===== src/rtl/meas_pkg.sv =====
package meas_pkg;

  typedef enum logic [1:0] {
    MODE_SLEEP = 2'b00,
    MODE_TEMP  = 2'b01,
    MODE_VOLT  = 2'b10,
    MODE_AUTO  = 2'b11
  } mode_e;

  typedef enum logic [1:0] {
    ST_IDLE = 2'b00,
    ST_BUSY = 2'b01,
    ST_GAP  = 2'b10
  } seq_st_e;

  localparam logic SEL_VOLT = 1'b0;
  localparam logic SEL_TEMP = 1'b1;

endpackage


===== src/rtl/meas_mode_seq.sv =====
module meas_mode_seq
  import meas_pkg::*;
#(
  parameter int IDLE_TICKS = 2000
) (
  input  logic       clk,
  input  logic       rst,
  input  logic       tick,
  input  logic       mode_wr,
  input  logic [1:0] mode_wdata,
  input  logic       conv_done,
  output logic [1:0] mode_q,
  output logic       conv_start,
  output logic       conv_sel,
  output logic       cap_volt,
  output logic       cap_temp
);

  localparam int GAP_W = (IDLE_TICKS > 1) ? $clog2(IDLE_TICKS) : 1;
  localparam logic [GAP_W-1:0] GAP_LAST = GAP_W'(IDLE_TICKS - 1);

  seq_st_e          state;
  logic [1:0]       run_mode;
  logic [GAP_W-1:0] gap_cnt;
  logic             accept;

  // A converter cannot finish in the cycle it is started.
  always_comb begin
    accept   = (state == ST_BUSY) && conv_done && !conv_start;
    cap_volt = accept && (conv_sel == SEL_VOLT);
    cap_temp = accept && (conv_sel == SEL_TEMP);
  end

  always_ff @(posedge clk) begin
    if (rst) begin
      mode_q     <= MODE_SLEEP;
      state      <= ST_IDLE;
      run_mode   <= MODE_SLEEP;
      conv_start <= 1'b0;
      conv_sel   <= SEL_VOLT;
      gap_cnt    <= '0;
    end else begin
      conv_start <= 1'b0;
      if (mode_wr) mode_q <= mode_wdata;

      case (state)
        ST_IDLE: begin
          if (mode_q != MODE_SLEEP) begin
            conv_start <= 1'b1;
            conv_sel   <= (mode_q == MODE_TEMP) ? SEL_TEMP : SEL_VOLT;
            run_mode   <= mode_q;
            state      <= ST_BUSY;
          end
        end

        ST_BUSY: begin
          if (accept) begin
            if (run_mode == MODE_AUTO && mode_q == MODE_AUTO && conv_sel == SEL_VOLT) begin
              conv_start <= 1'b1;
              conv_sel   <= SEL_TEMP;
            end else if (run_mode == MODE_AUTO && mode_q == MODE_AUTO) begin
              state   <= ST_GAP;
              gap_cnt <= '0;
            end else begin
              state <= ST_IDLE;
              if (run_mode != MODE_AUTO && mode_q == run_mode && !mode_wr)
                mode_q <= MODE_SLEEP;
            end
          end
        end

        ST_GAP: begin
          if (mode_q != MODE_AUTO) begin
            state <= ST_IDLE;
          end else if (tick) begin
            if (gap_cnt == GAP_LAST) state <= ST_IDLE;
            else                     gap_cnt <= gap_cnt + 1'b1;
          end
        end

        default: state <= ST_IDLE;
      endcase
    end
  end

endmodule


===== src/rtl/meas_channel.sv =====
module meas_channel #(
  parameter int          RES_W     = 16,
  parameter int          CODE_BITS = 14,
  parameter int          THR_W     = 8,
  parameter logic [7:0]  HI_RST    = 8'hFF,
  parameter logic [7:0]  LO_RST    = 8'h00
) (
  input  logic                 clk,
  input  logic                 rst,
  input  logic                 cap,
  input  logic [CODE_BITS-1:0] code,
  input  logic                 wr_hi,
  input  logic                 wr_lo,
  input  logic [THR_W-1:0]     wdata,
  output logic [RES_W-1:0]     result,
  output logic                 hi_flag,
  output logic                 lo_flag
);

  localparam int PAD = RES_W - CODE_BITS;

  logic [THR_W-1:0] thr_hi;
  logic [THR_W-1:0] thr_lo;
  logic [RES_W-1:0] aligned;
  logic [THR_W-1:0] top_byte;

  always_comb begin
    aligned  = {code, {PAD{1'b0}}};
    top_byte = aligned[RES_W-1 -: THR_W];
  end

  always_ff @(posedge clk) begin
    if (rst) begin
      thr_hi  <= THR_W'(HI_RST);
      thr_lo  <= THR_W'(LO_RST);
      result  <= '0;
      hi_flag <= 1'b0;
      lo_flag <= 1'b0;
    end else begin
      if (wr_hi) thr_hi <= wdata;
      if (wr_lo) thr_lo <= wdata;
      if (cap) begin
        result  <= aligned;
        hi_flag <= (top_byte > thr_hi);
        lo_flag <= (top_byte < thr_lo);
      end
    end
  end

endmodule


===== src/rtl/meas_sched.sv =====
module meas_sched #(
  parameter int RES_W      = 16,
  parameter int CODE_W     = 14,
  parameter int VOLT_BITS  = 14,
  parameter int TEMP_BITS  = 10,
  parameter int THR_W      = 8,
  parameter int IDLE_TICKS = 2000
) (
  input  logic              clk,
  input  logic              rst,
  input  logic              tick,
  input  logic              mode_wr,
  input  logic [1:0]        mode_wdata,
  output logic [1:0]        mode_q,
  input  logic              thr_wr,
  input  logic [1:0]        thr_sel,
  input  logic [THR_W-1:0]  thr_wdata,
  output logic              conv_start,
  output logic              conv_sel,
  input  logic              conv_done,
  input  logic [CODE_W-1:0] conv_code,
  output logic [RES_W-1:0]  volt_res,
  output logic [RES_W-1:0]  temp_res,
  output logic              volt_hi_flag,
  output logic              volt_lo_flag,
  output logic              temp_hi_flag,
  output logic              temp_lo_flag
);

  localparam int NCH = 2;

  logic             cap_volt;
  logic             cap_temp;
  logic [NCH-1:0]   cap_arr;
  logic [RES_W-1:0] res_arr [NCH];
  logic [NCH-1:0]   hi_arr;
  logic [NCH-1:0]   lo_arr;

  meas_mode_seq #(.IDLE_TICKS(IDLE_TICKS)) u_seq (
    .clk        (clk),
    .rst        (rst),
    .tick       (tick),
    .mode_wr    (mode_wr),
    .mode_wdata (mode_wdata),
    .conv_done  (conv_done),
    .mode_q     (mode_q),
    .conv_start (conv_start),
    .conv_sel   (conv_sel),
    .cap_volt   (cap_volt),
    .cap_temp   (cap_temp)
  );

  assign cap_arr = {cap_temp, cap_volt};

  for (genvar g = 0; g < NCH; g++) begin : g_ch
    localparam int CB = (g == 0) ? VOLT_BITS : TEMP_BITS;
    logic wr_hi;
    logic wr_lo;
    assign wr_hi = thr_wr && (thr_sel[1] == 1'(g)) && !thr_sel[0];
    assign wr_lo = thr_wr && (thr_sel[1] == 1'(g)) &&  thr_sel[0];

    meas_channel #(
      .RES_W     (RES_W),
      .CODE_BITS (CB),
      .THR_W     (THR_W)
    ) u_ch (
      .clk     (clk),
      .rst     (rst),
      .cap     (cap_arr[g]),
      .code    (conv_code[CB-1:0]),
      .wr_hi   (wr_hi),
      .wr_lo   (wr_lo),
      .wdata   (thr_wdata),
      .result  (res_arr[g]),
      .hi_flag (hi_arr[g]),
      .lo_flag (lo_arr[g])
    );
  end

  assign volt_res     = res_arr[0];
  assign temp_res     = res_arr[1];
  assign volt_hi_flag = hi_arr[0];
  assign volt_lo_flag = lo_arr[0];
  assign temp_hi_flag = hi_arr[1];
  assign temp_lo_flag = lo_arr[1];

endmodule


===== config.mk =====
export PLATFORM = sky130hd
export DESIGN_NAME = meas_sched
export DESIGN_NICKNAME = d
export VERILOG_FILES = /design/src/rtl/meas_pkg.sv /design/src/rtl/meas_mode_seq.sv /design/src/rtl/meas_channel.sv /design/src/rtl/meas_sched.sv
export SDC_FILE = /design/constraint.sdc
export NUM_CORES = 1
export LEC_CHECK = 0
export ABC_AREA = 0
export BUFFER_PORTS_ARGS = -buffer_cell sky130_fd_sc_hd__clkbuf_2
export CORE_ASPECT_RATIO = 1.2
export CORE_UTILIZATION = 56
export CTS_CLUSTER_SIZE = 20
export DETAILED_ROUTE_END_ITERATION = 12
export GPL_TIMING_DRIVEN = 1
export PLACE_DENSITY = 0.76
export SLEW_MARGIN = 30
export SYNTH_ARGS = -nofsm -noshare
export SYNTH_HDL_FRONTEND = slang
export SYNTH_SLANG_ARGS = --single-unit

===== constraint.sdc =====
create_clock -name clk -period 2.3 [get_ports clk]
set_input_delay 0.23 -clock clk [delete_from_list [all_inputs] [get_ports clk]]
set_output_delay 0.23 -clock clk [all_outputs]
set_load 0.02 [all_outputs]

==> results of run 1 <==
-- sequential cells by signal (all words and copies together), names as in the netlist --
signal and count:
g_ch.u_ch.result 24, g_ch.u_ch.thr_hi 16, g_ch.u_ch.thr_lo 16, u_seq.gap_cnt 11
g_ch.u_ch.hi_flag 2, g_ch.u_ch.lo_flag 2, u_seq.mode_q 2, u_seq.run_mode 2
u_seq.state 2, u_seq.conv_sel 1, u_seq.conv_start 1
-- power by group through the flow --
stage | Sequential (uW) | Clock [uW] | Combinational [uW]
6_report | 1450 | 1080 | 351
5_1_grt | 1460 | 1150 | 391
4_1_cts | 1450 | 1080 | 350
3_5_place_dp | 1480 | 0 | 348
3_3_place_gp | 1480 | 0 | 336
2_1_floorplan | 1490 | 0 | 229
-- layout make-up --
class / count / area [um2]
timing repair buffer: 68 / 353
fill: 586 / 2340
multi-input combinational: 326 / 2090
tap: 87 / 109
clock inverter: 5 / 56.3
clock buffer: 11 / 151
inverter: 36 / 135
sequential: 79 / 1580
-- final timing paths --
kind | from | endpoint | slack [ns] | cells after the start
setup / recovery | u_seq.mode_q[1] | u_seq.gap_cnt[9] | 0.41 | 5
setup reg to reg | u_seq.mode_q[1] | u_seq.gap_cnt[9] | 0.41 | 5
hold / removal | conv_code[1] | g_ch[0].u_ch.result[3] | 0.10 | 3
hold reg to reg | g_ch[1].u_ch.result[10] | g_ch[1].u_ch.result[10] | 0.46 | 2
-- cells in the final DEF, fill, tap and decap left out, types with 2 or more instances in the layout --
master,netlist,layout
nand2_1,84,84
dfxtp_1,79,79
clkbuf_2,0,63
a21oi_1,44,44
inv_1,36,36
nor2_1,35,35
ha_1,31,31
mux2i_1,19,19
o211ai_1,17,17
clkbuf_8,0,11
nand3_1,9,9
nand4_1,8,8
xnor2_1,8,8
conb_1,1,8
o21ai_0,7,7
a21o_1,6,6
nand2b_1,5,5
a211oi_1,5,5
buf_4,9,5
nor4_1,4,4
nor3_1,4,4
o31ai_1,3,3
nor2b_1,2,2
nand3b_1,2,2
nor2_4,2,2
and3_1,2,2
a21oi_2,2,2
clkinv_2,0,2
-- critical path: cells and delay by family (launching register included) --
family,cells,cell delay [ns]
flip-flops,1,0.60
AND/OR/NAND/NOR,2,0.49
AO/OA/AOI/OAI,3,0.67
-- stage by stage --
stage,area [um2],std cells,setup WS [ns],utilization,power (uW)
after floorplan,3940,465,0.670,-,1720
after global routing,4470,612,0.210,0.656,3000
after global placement,4260,596,0.539,0.626,1810
after CTS,4470,612,0.420,0.656,2880
after detailed placement,4260,596,0.444,0.626,1830
final,4470,612,0.412,0.656,2870
-- routing by layer --
layer / GRT usage / up-vias / share of wire
li1: - / 1676 / -
met1: 0.303 / 1563 / 0.46
met2: 0.410 / 78 / 0.48
met3: 0.0576 / 16 / 0.041
met4: 0.119 / 0 / 0.023
met5: 0 / - / 0
-- cell families (layout without fill, tap and decap cells) --
logic type,count (synthesis),count (layout),share of synthesized area
AO/OA/AOI/OAI,90,90,0.150
XOR/XNOR,9,9,0.0202
adder cells (fa/ha/maj),31,31,0.0992
buffers and inverters,60,120,0.0691
flip-flops,79,79,0.404
multiplexers,19,19,0.0486
other,1,8,0.000959
AND/OR/NAND/NOR,169,169,0.208
==> results.md, run 1 <==
- Vias: 3333
- Total track usage: 0.248
- Mean Syn Cell Area: 8.54 um2
- Post-synth top area share: 0.404
- Maximum VDD drop: 0.000372 V
- Drt pass-1 iters: 5
- WL/cell: 13.9 um
- Skew-Pair Late Insertion Delay: 0.36 ns
- CP max stage delay: 0.60 ns
- Initial antenna violation count: 0
- Vias in the first global route: 3100
- CTS H-tree lvls: 3
- Drt drc: 0
- HP Class: input pin to flop
- Clock sinks: 79
- Post-CTS setup buffers: 0
- GRT overflow: 0
- Ant. Diodes: 0
- Int Power: 2100 uW
- Clk Tree Root Cell: clkbuf_8
- Period minus WS final: 1.89 ns
- Top cell type by total area after synthesis: dfxtp_1
- Die Wd: 78.3 um
- Num CTS Buffers: 9
- EDFF count, synth: 0
- Routed WL: 8520 um
- Area of the die: 7320 um2
- Core Area: 6810 um2
- Power Density: 643 nW/um2
- Most frequent cells after synthesis: 84 x nand2_1, 79 x dfxtp_1, 44 x a21oi_1
- Rel. slew slack: 0.629
- Clk buf depth: 2
- Synth Flop Type: dfxtp_1
- Critical path's slowest cell: dfxtp_1
- CTS clk-pin slew, worst paths: 0.08 ns
- Hold-fix buffers, CTS: 0
- CP Capture Type: flop
- Sw frac: 0.269
- Max-cap violations: 0
- Achievable Freq: 530 MHz
- Chip Height: 93.6 um
- Seq pwr share: 0.504
- Power share of the combinational group: 0.122
- Total of flip-flops plus latches after synthesis: 79
- Status: finished, final reports clean
- Detailed Route Iter0 Violations: 149
- Async set or reset register ratio after synthesis: 0
- Share of cells above drive strength 1: 0.189
- Post-Syn Area: 3910 um2
- IO buf count: 63
- Setup-failing EPs final: 0
- I/O pin count: 72
- Hold Vio Cnt, Final: 0
- Sequential element share of the synthesized area: 0.404
- Clock Skews: 0.00524 ns
- Syn-to-layout area delta: 14.3%
- Worst path cell trace: and4_1, nand3_2, a2111oi_4, a21o_1, a21oi_2
- Initial core utilization: 0.574
- First-pass GRT wire length: 14100 um
- Post-CTS Resized: 0
- Top post-synthesis cells by area: dfxtp_1 40%, ha_1 9.9%, nand2_1 8.1%
- Antenna-violating nets left: 0
- Routability Congestion: 0.830
- Clock share of power: 0.374
- Crit path DAT: 2.13 ns
- TNS Setup: 0 ns
- Data required, critical path: 2.54 ns
- Switch Pwr: 772 uW
- Rows: 33
- Startpoint Class: flop
- Final nets: 583
- Post-Synthesis Cells: 458
- Yosys synthesis warning count: 0
- Largest net degree at the start of global routing: 46
- Final slew viol count: 0
- Leak: 0.00199 uW
- Unique masters post-synth: 48
- Classification of the worst setup path: flop to flop
- Detailed Place HPWL: 6200 um
- Unrepaired setup endpoints after global routing: no
- Cell with the most instances after synthesis: nand2_1
- Worst Max-Slew Pin Slew: 0.554 ns
- Crit-path max FO: 12
- Vias per cell: 5.45
- CTS tree: yes
- WHS: 0.102 ns
- Final worst-path cycle share: 0.821
No activity file was read; power rests on OpenSTA's default activity.
==> run 2, diff against run 1 <==
==> constraint.sdc (replaced) <==
create_clock -name clk -period 1.8 [get_ports clk]
set_input_delay 0.18 -clock clk [delete_from_list [all_inputs] [get_ports clk]]
set_output_delay 0.18 -clock clk [all_outputs]
set_load 0.02 [all_outputs]
==> run 2 against run 1 <==
  * Combinational power increased by 34%
  * Critical path depth unchanged
  * Sequential cell count unchanged
  * Non-clock buffer count increased by 5
  * Cell area increased by 1.5%
  * Power increased by 32%
  * First-iteration DRC count increased by 27%
  * Register-to-register slack got worse by 0.33 ns
  * Clock skew increased by 0.0067 ns
  * Hold slack got worse by 0.038 ns
  * Critical path type unchanged
==> results.md, run 2 (same netlist as run 1, synthesis figures left out) <==
- WL/cell: 14.2 um
- # fillers: 575
- Skew-Pair Late Insertion Delay: 0.35 ns
- CP max stage delay: 0.47 ns
- Clk Tree Root Cell: clkbuf_8
- Rel. slew slack: 0.611
- Final slew viol count: 0
- Commonest non-fill, non-tap cell in the layout: nand2_1
- Routability Congestion: 0.832
- CP Capture Type: flop
- Power Total: 3800 uW
- Status: finished, final reports clean
- Period minus WS final: 1.72 ns
- Maximum VDD drop: 0.000556 V
- I/O pin count: 72
- Commonest non-fill, non-tap cells in the layout: 84 x nand2_1, 78 x dfxtp_1, 63 x clkbuf_2
- Achievable Freq: 582 MHz
- First-pass GRT wire length: 14300 um
- Critical path's slowest cell: a2111oi_4
- Hold Vio Cnt, Final: 0
- Reg with most FFs: g_ch.u_ch.result
- Fin util: 0.666
- Ant. Diodes: 0
- Hold-fix buffers, CTS: 0
- Max-cap violations: 0
- Clock Skews: 0.0119 ns
- Classification of the worst setup path: flop to flop
- Worst path cell trace: and4_2, nand3_4, a2111oi_4, nand3_1, a21oi_2
- Syn-to-layout area delta: 16.1%
- Rows: 33
- Clock sinks: 79
- Detailed Place HPWL: 6380 um
- GRT overflow: 0
- Antenna-violating nets left: 0
- CTS H-tree lvls: 3
- Core Area: 6810 um2
- Setup ws final: 0.0821 ns
- Detailed Route Iter0 Violations: 189
- Clk buf depth: 2
- Routed WL: 8730 um
- Initial antenna violation count: 0
- Die Wd: 78.3 um
- Drt drc: 0
- Worst Max-Slew Pin Slew: 0.581 ns
- Vias per cell: 5.43
- Vias in the first global route: 3206
- Crit path DAT: 2.00 ns
- Largest delay share family, worst path: compound AO/OA/AOI/OAI gates
- Area of the die: 7320 um2
- Data required, critical path: 2.08 ns
- Setup-failing EPs final: 0
- Crit-path max FO: 6
- Place WS: 0.0960 ns
- Largest net degree at the start of global routing: 44
- Chip Height: 93.6 um
- Power Density: 836 nW/um2
- Final nets: 588
- Top Registers: g_ch.u_ch.result x24, g_ch.u_ch.thr_hi x16, g_ch.u_ch.thr_lo x16
- Buffers & Inverters on Critical Path: 0
- CTS clk-pin slew, worst paths: 0.08 ns
- Vias: 3351
- Initial core utilization: 0.574
- Startpoint Class: flop
- HP Class: input pin to flop
- Leak: 0.00202 uW
- WHS: 0.0644 ns
- Num CTS Buffers: 9
- Share of cells above drive strength 1: 0.198
- Final worst-path cycle share: 0.954
- Drt pass-1 iters: 4
- IO buf count: 63
- CTS tree: yes
- Max FFs per register: 24
- Total track usage: 0.251
## run 2: final cells by class
class,count,area [um2],share of cell area
Multi-Input combinational cell,326,2100,0.462
Sequential cell,79,1580,0.349
Timing Repair Buffer,73,390,0.0860
Clock buffer,13,159,0.0350
Inverter,36,135,0.0298
Tap cell,87,109,0.0240
Clock inverter,3,65.1,0.0143
## run 2: what timing repair did
item	in CTS	in global routing
setup endpoints to repair	0	4
buffers inserted	0	0
gates resized for setup	0	4
## run 2: where the power goes
part,switching [uW],internal [uW]
clock network,625,857
registers,39.3,1810
logic,294,175
total,958,2840
## run 2: tightest hold or removal path: stages
cell,delay [ns]
clkbuf_2,0.09
nand2_1,0.05
a21oi_1,0.05
## run 2: worst paths after layout
kind                            cells after the start  slack (ns)                      end                    start
worst max-delay path                                5        0.08         u_seq.gap_cnt[7]        u_seq.run_mode[1]
worst min-delay path                                3        0.06   g_ch[1].u_ch.result[6]             conv_code[0]
worst max register to register                      5        0.08         u_seq.gap_cnt[7]        u_seq.run_mode[1]
worst min register to register                      2        0.46  g_ch[0].u_ch.result[11]  g_ch[0].u_ch.result[11]
## run 2: per-stage QoR
stage	cells	TNS, ns	area (um2)
floorplan	465	0	3940
global placement	601	0	4300
detailed placement	601	0	4300
CTS	617	0	4530
global route	617	-0.0178	4540
finish	617	0	4540
## run 2: layer usage
metal	track usage	vias up	wire [um]
met5	0	-	0
met4	0.108	0	238
met3	0.0478	19	314
met2	0.440	80	4260
met1	0.297	1564	3920
li1	-	1688	-
==> run 3, diff against run 2 <==
--- a/config.mk
+++ b/config.mk
@@ -6,12 +6,13 @@
 export NUM_CORES = 1
 export LEC_CHECK = 0
 export ABC_AREA = 0
-export BUFFER_PORTS_ARGS = -buffer_cell sky130_fd_sc_hd__clkbuf_2
+export BUFFER_PORTS_ARGS = -buffer_cell sky130_fd_sc_hd__buf_4
 export CORE_ASPECT_RATIO = 1.2
 export CORE_UTILIZATION = 56
 export CTS_CLUSTER_SIZE = 20
 export DETAILED_ROUTE_END_ITERATION = 12
 export GPL_TIMING_DRIVEN = 1
+export HOLD_SLACK_MARGIN = 0.08
 export PLACE_DENSITY = 0.76
 export SLEW_MARGIN = 30
 export SYNTH_ARGS = -nofsm -noshare
==> run 3 against run 2 <==
  * Final cell count rose by 0.16%
  * Power rose by 2.9%
  * Largest power group unchanged
  * Hold slack improved by 0.026 ns
  * First-iteration DRC count rose by 16%
  * Highest routed layer unchanged
  * Global-route usage rose by 1.1 points
  * Setup slack got worse by 0.0029 ns
  * Die area did not move
  * Sequential power barely moved
  * Maximum frequency fell by 0.17%
==> results.md, run 3 (same netlist as run 1, synthesis figures left out) <==
- Status: finished, final reports clean
- Antenna-violating nets left: 0
- Max FFs per register: 24
- CTS clk-pin slew, worst paths: 0.08 ns
- Detailed Route Iter0 Violations: 219
- Fin util: 0.693
- # fillers: 558
- Hold Vio Cnt, Final: 0
- I/O pin count: 72
- Rel. slew slack: 0.640
- Setup-failing EPs final: 0
- Reg with most FFs: g_ch.u_ch.result
- Drt drc: 0
- Worst Max-Slew Pin Slew: 0.539 ns
- Final slew viol count: 0
- Reg area: 1580 um2
- Maximum VDD drop: 0.000703 V
- Max-cap violations: 0
- Leak: 0.00209 uW
- Final worst-path cycle share: 0.956
- Fin area: 4720 um2
- Total track usage: 0.262
- Drt pass-1 iters: 4
- Routed WL: 8970 um
- Startpoint Class: flop
- Syn-to-layout area delta: 20.8%
- Final nets: 591
- Commonest non-fill, non-tap cell in the layout: nand2_1
- Achievable Freq: 581 MHz
- Commonest non-fill, non-tap cells in the layout: 84 x nand2_1, 78 x dfxtp_1, 73 x buf_4
- Area of the multi-input gates: 2090 um2
- Clk Tree Root Cell: clkbuf_8
- Power Total: 3900 uW
- Unrepaired setup endpoints after global routing: no
- CTS H-tree lvls: 3
- Power Density: 827 nW/um2
- Initial core utilization: 0.574
- Place WS: 0.0865 ns
- Chip Height: 93.6 um
- Crit-path max FO: 4
- WL/cell: 14.5 um
- Die Wd: 78.3 um
- TNS Setup: 0 ns
- Detailed Place HPWL: 6400 um
- Largest net degree at the start of global routing: 35
- Period minus WS final: 1.72 ns
- Setup ws final: 0.0792 ns
- Core Area: 6810 um2
- HP Class: input pin to flop
- Share of cells above drive strength 1: 0.194
- Ant. Diodes: 0
- Vias per cell: 5.47
- Clock Skews: 0.00748 ns
- Rows: 33
- Vias in the first global route: 3149
- Routability Congestion: 0.869
- Top Registers: g_ch.u_ch.result x24, g_ch.u_ch.thr_hi x16, g_ch.u_ch.thr_lo x16
- CP Capture Type: flop
- Vias: 3381
- Area of the die: 7320 um2
- Classification of the worst setup path: flop to flop
- First-pass GRT wire length: 14800 um
- Num CTS Buffers: 9
- Placed cell areas: 4450 um2
- Initial antenna violation count: 0
- CTS tree: yes
- GRT overflow: 0
- Data required, critical path: 2.08 ns
- Clock sinks: 79
- Skew-Pair Late Insertion Delay: 0.35 ns
- IO buf count: 63
- Crit path DAT: 2.00 ns
- Clk buf depth: 2
## run 3: changes by cell type in the layout (fill, tap and decap cells not counted), sizes merged
cell	before	now
buf	10	73
bufinv	2	3
dlygate4sd3	0	3
clkbuf	76	10
## run 3: worst max-delay path, stage by stage, from the launching register on
cell	delay, ns
dfxtp_1	0.34
ha_1	0.23
nand3_1	0.22
o31ai_4	0.11
a2111oi_4	0.46
nand3_1	0.15
a21oi_2	0.14
## run 3: final cells by class
cell class,count,area share
Tap cell,87,0.0230
Multi-Input combinational cell,326,0.442
Sequential cell,79,0.335
Timing Repair Buffer,76,0.122
Inverter,36,0.0286
Clock buffer,10,0.0291
Clock inverter,4,0.0201
## run 3: report_power, final
group / internal [uW] / switching [uW]
Sequential: 1810 / 40.1
Clock: 942 / 613
Combinational: 210 / 294
## run 3: per-layer routing
| metal | wire length, um | global-route usage |
|---|---|---|
| met5 | 0 | 0 |
| met4 | 140 | 0.0957 |
| met3 | 449 | 0.0556 |
| met2 | 4360 | 0.443 |
| met1 | 4020 | 0.327 |
## run 3: path summary, 6_finish.rpt
| path | startpoint | end | slack [ns] | depth (start not counted) |
|---|---|---|---|---|
| setup reg to reg | u_seq.gap_cnt[0] | u_seq.gap_cnt[9] | 0.08 | 6 |
| setup / recovery | u_seq.gap_cnt[0] | u_seq.gap_cnt[9] | 0.08 | 6 |
| hold / removal | conv_code[0] | g_ch[0].u_ch.result[2] | 0.09 | 3 |
| hold reg to reg | g_ch[0].u_ch.result[9] | g_ch[0].u_ch.result[9] | 0.46 | 2 |
## run 3: what timing repair did
item | CTS | global route
buffers inserted | 0 | 1
resized for setup | 0 | 1
endpoints found under the hold margin | 3 | 0
endpoints found under the setup margin | 0 | 5
hold buffers | 3 | 0
## run 3: through the flow
stage          hold slack [ns]  instances
6_report                0.0905        618
4_1_cts                 0.0811        617
3_3_place_gp             0.429        600
5_1_grt                 0.0826        618
2_1_floorplan            0.308        465
3_5_place_dp             0.437        600
